## src/rtl/xl_pkg.sv

```systemverilog
package xl_pkg;
  typedef enum logic {ST_IDLE, ST_FETCH} xl_state_e;
  localparam logic [1:0] SEL_BASE = 2'd0;
  localparam logic [1:0] SEL_LEN  = 2'd1;
  localparam logic [1:0] SEL_HITS = 2'd2;
  localparam logic [1:0] SEL_MISS = 2'd3;
endpackage

```

## src/rtl/xl_tlb.sv

```systemverilog
module xl_tlb #(
  parameter int PN_W = 4,
  parameter int FN_W = 3,
  parameter int N    = 4
) (
  input  logic            clk,
  input  logic            rst,
  input  logic [PN_W-1:0] lk_page,
  output logic            lk_hit,
  output logic [FN_W-1:0] lk_frame,
  input  logic            fill_en,
  input  logic [PN_W-1:0] fill_page,
  input  logic [FN_W-1:0] fill_frame,
  input  logic            flush
);
  localparam int IDX_W = (N > 1) ? $clog2(N) : 1;

  logic [N-1:0]    ent_v;
  logic [PN_W-1:0] ent_pg [N];
  logic [FN_W-1:0] ent_fr [N];
  logic [N-1:0]    match;
  logic [IDX_W-1:0] rr_ptr;
  logic [IDX_W-1:0] victim;
  logic             any_free;

  for (genvar i = 0; i < N; i++) begin : g_cmp
    assign match[i] = ent_v[i] && (ent_pg[i] == lk_page);
  end

  always_comb begin
    lk_frame = '0;
    for (int i = 0; i < N; i++) begin
      if (match[i]) lk_frame = lk_frame | ent_fr[i];
    end
  end
  assign lk_hit = |match;

  always_comb begin
    any_free = 1'b0;
    victim   = rr_ptr;
    for (int i = N - 1; i >= 0; i--) begin
      if (!ent_v[i]) begin
        any_free = 1'b1;
        victim   = IDX_W'(i);
      end
    end
  end

  always_ff @(posedge clk) begin
    if (rst) begin
      ent_v  <= '0;
      rr_ptr <= '0;
    end else if (flush) begin
      ent_v <= '0;
    end else if (fill_en) begin
      ent_v[victim] <= 1'b1;
      if (!any_free) rr_ptr <= (rr_ptr == IDX_W'(N - 1)) ? '0 : rr_ptr + 1'b1;
    end
  end

  always_ff @(posedge clk) begin
    if (fill_en) begin
      ent_pg[victim] <= fill_page;
      ent_fr[victim] <= fill_frame;
    end
  end

  AST_ONE_MATCH: assert property (@(posedge clk) disable iff (rst)
    $onehot0(match));
  AST_FLUSH_EMPTY: assert property (@(posedge clk) disable iff (rst)
    flush |=> (ent_v == '0));
endmodule

```

## src/rtl/xl_cfg.sv

```systemverilog
module xl_cfg #(
  parameter int MEM_AW = 8,
  parameter int LEN_W  = 5,
  parameter int CFG_W  = 16,
  parameter int CNT_W  = 16
) (
  input  logic              clk,
  input  logic              rst,
  input  logic              cfg_we,
  input  logic              cfg_priv,
  input  logic              cfg_flush,
  input  logic [1:0]        cfg_sel,
  input  logic [CFG_W-1:0]  cfg_wdata,
  output logic [CFG_W-1:0]  cfg_rdata,
  input  logic              hit_pls,
  input  logic              miss_pls,
  output logic [MEM_AW-1:0] base_q,
  output logic [LEN_W-1:0]  len_q,
  output logic              flush_o
);
  import xl_pkg::*;

  localparam logic [CNT_W-1:0] CNT_MAX = '1;

  logic [CNT_W-1:0] hit_cnt;
  logic [CNT_W-1:0] miss_cnt;
  logic             wr_ok;

  assign wr_ok   = cfg_we && cfg_priv;
  assign flush_o = cfg_priv && (cfg_flush || (cfg_we && cfg_sel == SEL_BASE));

  always_ff @(posedge clk) begin
    if (rst) begin
      base_q    <= '0;
      len_q     <= '0;
      hit_cnt   <= '0;
      miss_cnt  <= '0;
      cfg_rdata <= '0;
    end else begin
      if (wr_ok && cfg_sel == SEL_BASE) base_q <= cfg_wdata[MEM_AW-1:0];
      if (wr_ok && cfg_sel == SEL_LEN)  len_q  <= cfg_wdata[LEN_W-1:0];
      if (hit_pls && hit_cnt != CNT_MAX)   hit_cnt  <= hit_cnt + 1'b1;
      if (miss_pls && miss_cnt != CNT_MAX) miss_cnt <= miss_cnt + 1'b1;
      case (cfg_sel)
        SEL_BASE: cfg_rdata <= CFG_W'(base_q);
        SEL_LEN:  cfg_rdata <= CFG_W'(len_q);
        SEL_HITS: cfg_rdata <= CFG_W'(hit_cnt);
        default:  cfg_rdata <= CFG_W'(miss_cnt);
      endcase
    end
  end

  AST_PRIV_ONLY: assert property (@(posedge clk) disable iff (rst)
    !cfg_priv |=> ($stable(base_q) && $stable(len_q)));
  AST_HIT_SAT: assert property (@(posedge clk) disable iff (rst)
    (hit_cnt == CNT_MAX) |=> (hit_cnt == CNT_MAX));
  AST_MISS_SAT: assert property (@(posedge clk) disable iff (rst)
    (miss_cnt == CNT_MAX) |=> (miss_cnt == CNT_MAX));
endmodule

```

## src/rtl/paged_xlate.sv

```systemverilog
module paged_xlate #(
  parameter int OFS_W  = 2,
  parameter int PN_W   = 4,
  parameter int FN_W   = 3,
  parameter int TLB_N  = 4,
  parameter int MEM_AW = 8,
  parameter int CFG_W  = 16,
  parameter int CNT_W  = 16
) (
  input  logic                  clk,
  input  logic                  rst,
  input  logic                  req_valid,
  output logic                  req_ready,
  input  logic [PN_W+OFS_W-1:0] req_laddr,
  output logic                  rsp_valid,
  output logic [FN_W+OFS_W-1:0] rsp_paddr,
  output logic                  rsp_fault,
  output logic                  mem_req,
  output logic [MEM_AW-1:0]     mem_addr,
  input  logic                  mem_ack,
  input  logic [FN_W-1:0]       mem_rdata,
  input  logic                  cfg_we,
  input  logic                  cfg_priv,
  input  logic                  cfg_flush,
  input  logic [1:0]            cfg_sel,
  input  logic [CFG_W-1:0]      cfg_wdata,
  output logic [CFG_W-1:0]      cfg_rdata
);
  import xl_pkg::*;

  localparam int LA_W  = PN_W + OFS_W;
  localparam int LEN_W = PN_W + 1;

  xl_state_e        state;
  logic [PN_W-1:0]  page_in;
  logic [OFS_W-1:0] ofs_in;
  logic [PN_W-1:0]  hold_page;
  logic [OFS_W-1:0] hold_ofs;
  logic [MEM_AW-1:0] base_q;
  logic [LEN_W-1:0]  len_q;
  logic             flush;
  logic             accept;
  logic             in_range;
  logic             tlb_hit;
  logic [FN_W-1:0]  tlb_frame;
  logic             fill_en;
  logic             hit_pls;
  logic             miss_pls;

  assign page_in   = req_laddr[LA_W-1:OFS_W];
  assign ofs_in    = req_laddr[OFS_W-1:0];
  assign req_ready = (state == ST_IDLE);
  assign accept    = req_valid && req_ready;
  assign in_range  = ({1'b0, page_in} < len_q);
  assign hit_pls   = accept && in_range && tlb_hit;
  assign miss_pls  = accept && in_range && !tlb_hit;
  assign fill_en   = (state == ST_FETCH) && mem_ack;

  xl_tlb #(.PN_W(PN_W), .FN_W(FN_W), .N(TLB_N)) u_tlb (
    .clk(clk), .rst(rst),
    .lk_page(page_in), .lk_hit(tlb_hit), .lk_frame(tlb_frame),
    .fill_en(fill_en), .fill_page(hold_page), .fill_frame(mem_rdata),
    .flush(flush)
  );

  xl_cfg #(.MEM_AW(MEM_AW), .LEN_W(LEN_W), .CFG_W(CFG_W), .CNT_W(CNT_W)) u_cfg (
    .clk(clk), .rst(rst),
    .cfg_we(cfg_we), .cfg_priv(cfg_priv), .cfg_flush(cfg_flush),
    .cfg_sel(cfg_sel), .cfg_wdata(cfg_wdata), .cfg_rdata(cfg_rdata),
    .hit_pls(hit_pls), .miss_pls(miss_pls),
    .base_q(base_q), .len_q(len_q), .flush_o(flush)
  );

  always_ff @(posedge clk) begin
    if (rst) begin
      state     <= ST_IDLE;
      rsp_valid <= 1'b0;
      rsp_fault <= 1'b0;
      rsp_paddr <= '0;
      mem_req   <= 1'b0;
      mem_addr  <= '0;
      hold_page <= '0;
      hold_ofs  <= '0;
    end else begin
      rsp_valid <= 1'b0;
      rsp_fault <= 1'b0;
      case (state)
        ST_IDLE: begin
          if (accept) begin
            if (!in_range) begin
              rsp_valid <= 1'b1;
              rsp_fault <= 1'b1;
              rsp_paddr <= '0;
            end else if (tlb_hit) begin
              rsp_valid <= 1'b1;
              rsp_paddr <= {tlb_frame, ofs_in};
            end else begin
              state     <= ST_FETCH;
              mem_req   <= 1'b1;
              mem_addr  <= base_q + MEM_AW'(page_in);
              hold_page <= page_in;
              hold_ofs  <= ofs_in;
            end
          end
        end
        default: begin
          if (mem_ack) begin
            state     <= ST_IDLE;
            mem_req   <= 1'b0;
            rsp_valid <= 1'b1;
            rsp_paddr <= {mem_rdata, hold_ofs};
          end
        end
      endcase
    end
  end

  AST_FAULT_NO_FETCH: assert property (@(posedge clk) disable iff (rst)
    (accept && !in_range) |=> (rsp_valid && rsp_fault && !mem_req));
  AST_HIT_NO_FETCH: assert property (@(posedge clk) disable iff (rst)
    hit_pls |=> (rsp_valid && !rsp_fault && !mem_req));
  AST_REQ_HOLD: assert property (@(posedge clk) disable iff (rst)
    (mem_req && !mem_ack) |=> (mem_req && $stable(mem_addr)));
  AST_BUSY_NOT_READY: assert property (@(posedge clk) disable iff (rst)
    mem_req |-> !req_ready);
endmodule

```

## config.mk

```make
export PLATFORM = sky130hd
export DESIGN_NAME = paged_xlate
export DESIGN_NICKNAME = d
export VERILOG_FILES = /design/src/rtl/xl_pkg.sv /design/src/rtl/xl_tlb.sv /design/src/rtl/xl_cfg.sv /design/src/rtl/paged_xlate.sv
export SDC_FILE = /design/constraint.sdc
export NUM_CORES = 1
export LEC_CHECK = 0
export CAP_MARGIN = 20
export CORE_ASPECT_RATIO = 2
export CORE_MARGIN = 3
export CORE_UTILIZATION = 50
export CTS_CLUSTER_DIAMETER = 30
export DETAILED_ROUTE_END_ITERATION = 8
export PLACE_DENSITY = 0.8
export SLEW_MARGIN = 20
export SYNTH_ARGS = -nofsm -noshare
export SYNTH_HDL_FRONTEND = slang
export SYNTH_HIERARCHICAL = 1
export SYNTH_SLANG_ARGS = --single-unit
```

## constraint.sdc

```tcl
create_clock -name clk -period 3.64 [get_ports clk]
set_input_delay 0.728 -clock clk [delete_from_list [all_inputs] [get_ports clk]]
set_output_delay 0.728 -clock clk [all_outputs]
set_load 0.005 [all_outputs]
```

==> impl_results.md <==
* DR vias at 4804
* Synth Net Count at 592
* Final Hold Viols at 0
* Ports at 67
* P per Cell Area at 462 nW/um^2
* Max Cap Violations at 0
* I/O Buffers at 58
* RSZ-0062 raised after global routing: no
* Max frequency at 292 MHz
* Clk pwr share at 0.490
* Worst path slowest cell: clkdlybuf4s50_1
* Number of global-route vias before repair at 4995
* Switching Fraction at 0.238
* Post-Syn Instances at 547
* Final net count at 687
* Syn_area_per_cell at 10.1 sq um
* Post-synth top area share at 0.327
* Reg power frac at 0.429
* Core Box Area at 10600 sq um
* Placer congestion estimate at 0.837
* DRC errors left at 0
* CTS tree: done
* Fin crit share at 0.942
* GRT overflow at 0
* Pins Over Slew Limit at 0
* Multi-input gate area at 2690 sq um
* Area contributors post-synth: dfxtp_1, edfxtp_1, mux2i_1, nor2_1, a21oi_1
* Most frequent cell after synthesis: dfxtp_1
* Die W at 80.2 microns
* Worst min path class: reg2reg
* Post-CTS Resized at 0
* Total Routed Length at 15000 microns
* Sw power at 0.773 mW
* Post-Place Cell Area at 6430 sq um
* Endpoints failing setup at 0
* Comb power frac at 0.081
* Clock latency at the later pin of the worst-skew pair at 0.42 ns
* Die Y at 154 microns
* P_leak at 2.58 nW
* Fill cell count at 807
* Initial Util at 0.519
* WP data required at 3.98 ns
* Clk buf depth at 2
* Status: finished, final reports clean
* Routed Antenna Nets at 0
* Leading area contributor after synthesis: dfxtp_1
* Antenna Cells at 0
* Synth unique cells at 69
* HPWL after detailed placement at 10800 microns
* Netlist Area Pre-Place at 5510 sq um
* Setup Buffers After CTS at 0
* Final Cell Area at 7030 sq um
* WS Path Type: in2reg
* Number of flops mapped to enable cells by yosys at 28
* All-Layer GR Usage at 0.251
* Synth cell count leaders: dfxtp_1, nor2_1, a21oi_1
* VDD IR-drop max at 449 uV
* Pin count of the biggest net entering global routing at 46
* Yosys reg bits at 118
* Die Area at 12400 sq um
* H-tree levels at 4
* Share of layout cells above drive strength 1 at 0.166
* Root Buffer: clkbuf_16
* Clock Skews at 0.00812 ns
* Internal at 2.48 mW
* Startpoint types: input port
* WL per Instance at 19.0 microns
* CP Cell Sequence: clkdlybuf4s50_1 > xor2_1 > nor4_2 > buf_4 > nand2_1 > nand4_1 > nor4b_4 > o211ai_2 > nand2_4 > buf_6 > inv_1 > or4_1 > a21oi_1
* Initial antenna violation count at 0
* Clk slew on worst S/H paths at 0.05 ns
* DR iter-0 viols at 352
* Tmin final at 3.43 ns
* Cts bufs inserted at 17
* Drt pass-1 iters at 5
* Worst hold slack at 0.488 ns
* Endpoint class of the critical path: flip-flop
* Synth async-reset ratio at 0
* CP max FO at 22
* FF/Latch Area at 2640 sq um
* Critical Path AT at 3.77 ns
* Critical Path Max Stage Delay at 0.54 ns
* Register area share after synthesis at 0.480
* Clk sinks at 118
* Row count at 53
* Hold bufs inserted after CTS at 0
* First-pass GRT wire length at 23800 microns
* Top_reg_cell synth: dfxtp_1
* Ys Warns at 6
* Synthesis-to-finish area growth at 27.6%
* Worst Tran Pin Value at 0.843 ns
* Drt via density at 6.07
* Worst rel slew slack at 0.438
-- cell type report --
cell class | count | share of cell area
Multi-Input combinational cell | 391 | 0.383
Sequential cell | 118 | 0.376
Timing Repair Buffer | 97 | 0.125
Clock buffer | 18 | 0.0641
Tap cell | 137 | 0.0244
Clock inverter | 14 | 0.0182
Inverter | 17 | 0.00908
-- registers in the layout, summed over array words and instances, names as in the netlist --
name,flops
hold_ofs,2
hold_page,4
mem_addr,8
mem_req,1
rsp_fault,1
rsp_paddr,5
rsp_valid,1
state,1
u_cfg/base_q,8
u_cfg/cfg_rdata,16
u_cfg/hit_cnt,16
u_cfg/len_q,5
u_cfg/miss_cnt,16
u_tlb/ent_fr,12
u_tlb/ent_pg,16
u_tlb/ent_v,4
u_tlb/rr_ptr,2
-- critical path: cells and delay by family --
family	cells	cell delay (ns)
and+or+nand+nor	6	1.35
buffers and inverters	4	1.15
AOI/OAI and AO/OA	2	0.33
xor gates and xnor gates	1	0.20
-- metal layers --
metal,wire length (microns),share of wire,global-route usage,up-vias
met4,770,0.051,0.133,0
met1,5020,0.33,0.223,2315
met3,710,0.047,0.0676,65
li1,-,-,-,2229
met5,0,0,0,-
met2,8510,0.57,0.486,195
-- path summary, 6_finish.rpt --
| path | cells after the start | endpoint | slack (ns) | from |
|---|---|---|---|---|
| worst max register to register | 12 | u_cfg/miss_cnt[3]$_SDFFE_PP0P_ | 0.63 | u_tlb/ent_pg[0][1]$_DFFE_PP_ |
| worst min register to register | 2 | mem_addr[4]$_SDFFE_PP0P_ | 0.49 | mem_addr[4]$_SDFFE_PP0P_ |
| worst max-delay path | 13 | u_cfg/miss_cnt[3]$_SDFFE_PP0P_ | 0.21 | req_laddr[4] |
| worst min-delay path | 2 | mem_addr[4]$_SDFFE_PP0P_ | 0.49 | mem_addr[4]$_SDFFE_PP0P_ |
-- per-stage QoR --
step                TNS, ns  total power [mW]  utilization  setup slack [ns]  cells
floorplan                 0              1.55            -             0.410    547
global placement      -2.10              1.67        0.606            -0.254    760
detailed placement    -3.86              1.68        0.606            -0.358    760
CTS                       0              3.27        0.660            0.0249    792
global route              0              3.35        0.662            0.0673    792
finish                    0              3.25        0.662             0.213    792
-- power by group through the flow --
| stage | Sequential (mW) | Combinational [mW] | Clock [mW] |
|---|---|---|---|
| after detailed placement | 1.42 | 0.257 | 0 |
| after global placement | 1.42 | 0.248 | 0 |
| after global routing | 1.40 | 0.283 | 1.67 |
| after CTS | 1.39 | 0.262 | 1.61 |
| after floorplan | 1.41 | 0.140 | 0 |
| final | 1.39 | 0.262 | 1.59 |
-- cells in the final DEF, fill, tap and decap left out, types with 5 or more instances in the layout --
| cell type | synthesis | final |
|---|---|---|
| dfxtp_1 | 90 | 90 |
| nor2_1 | 55 | 55 |
| clkdlybuf4s50_1 | 0 | 54 |
| a21oi_1 | 38 | 38 |
| buf_4 | 0 | 38 |
| nand2_1 | 37 | 37 |
| edfxtp_1 | 28 | 28 |
| mux2i_1 | 26 | 26 |
| nand4_1 | 24 | 24 |
| nand3_1 | 22 | 22 |
| clkbuf_16 | 0 | 18 |
| inv_1 | 16 | 16 |
| nor3_1 | 13 | 13 |
| nor2b_1 | 11 | 11 |
| or3_1 | 11 | 11 |
| or4_1 | 11 | 11 |
| o31ai_1 | 11 | 11 |
| o21ai_0 | 10 | 10 |
| xor2_1 | 10 | 10 |
| ha_1 | 10 | 10 |
| nand2b_1 | 8 | 8 |
| and3_1 | 6 | 6 |
| a221oi_1 | 5 | 5 |
| xnor2_1 | 5 | 5 |
| clkinv_4 | 0 | 5 |
| and4_1 | 5 | 5 |
| mux2_2 | 5 | 5 |
| mux4_2 | 5 | 5 |
-- cells by family after synthesis --
kind of cell / count (synthesis) / synth area share
fa+ha+maj: 11 / 0.0264
buf+inv: 38 / 0.0332
simple gates: 223 / 0.220
xor+xnor: 15 / 0.0239
compound gates: 106 / 0.138
mux: 36 / 0.0779
flops: 118 / 0.480
No activity file was read; power rests on OpenSTA's default activity.
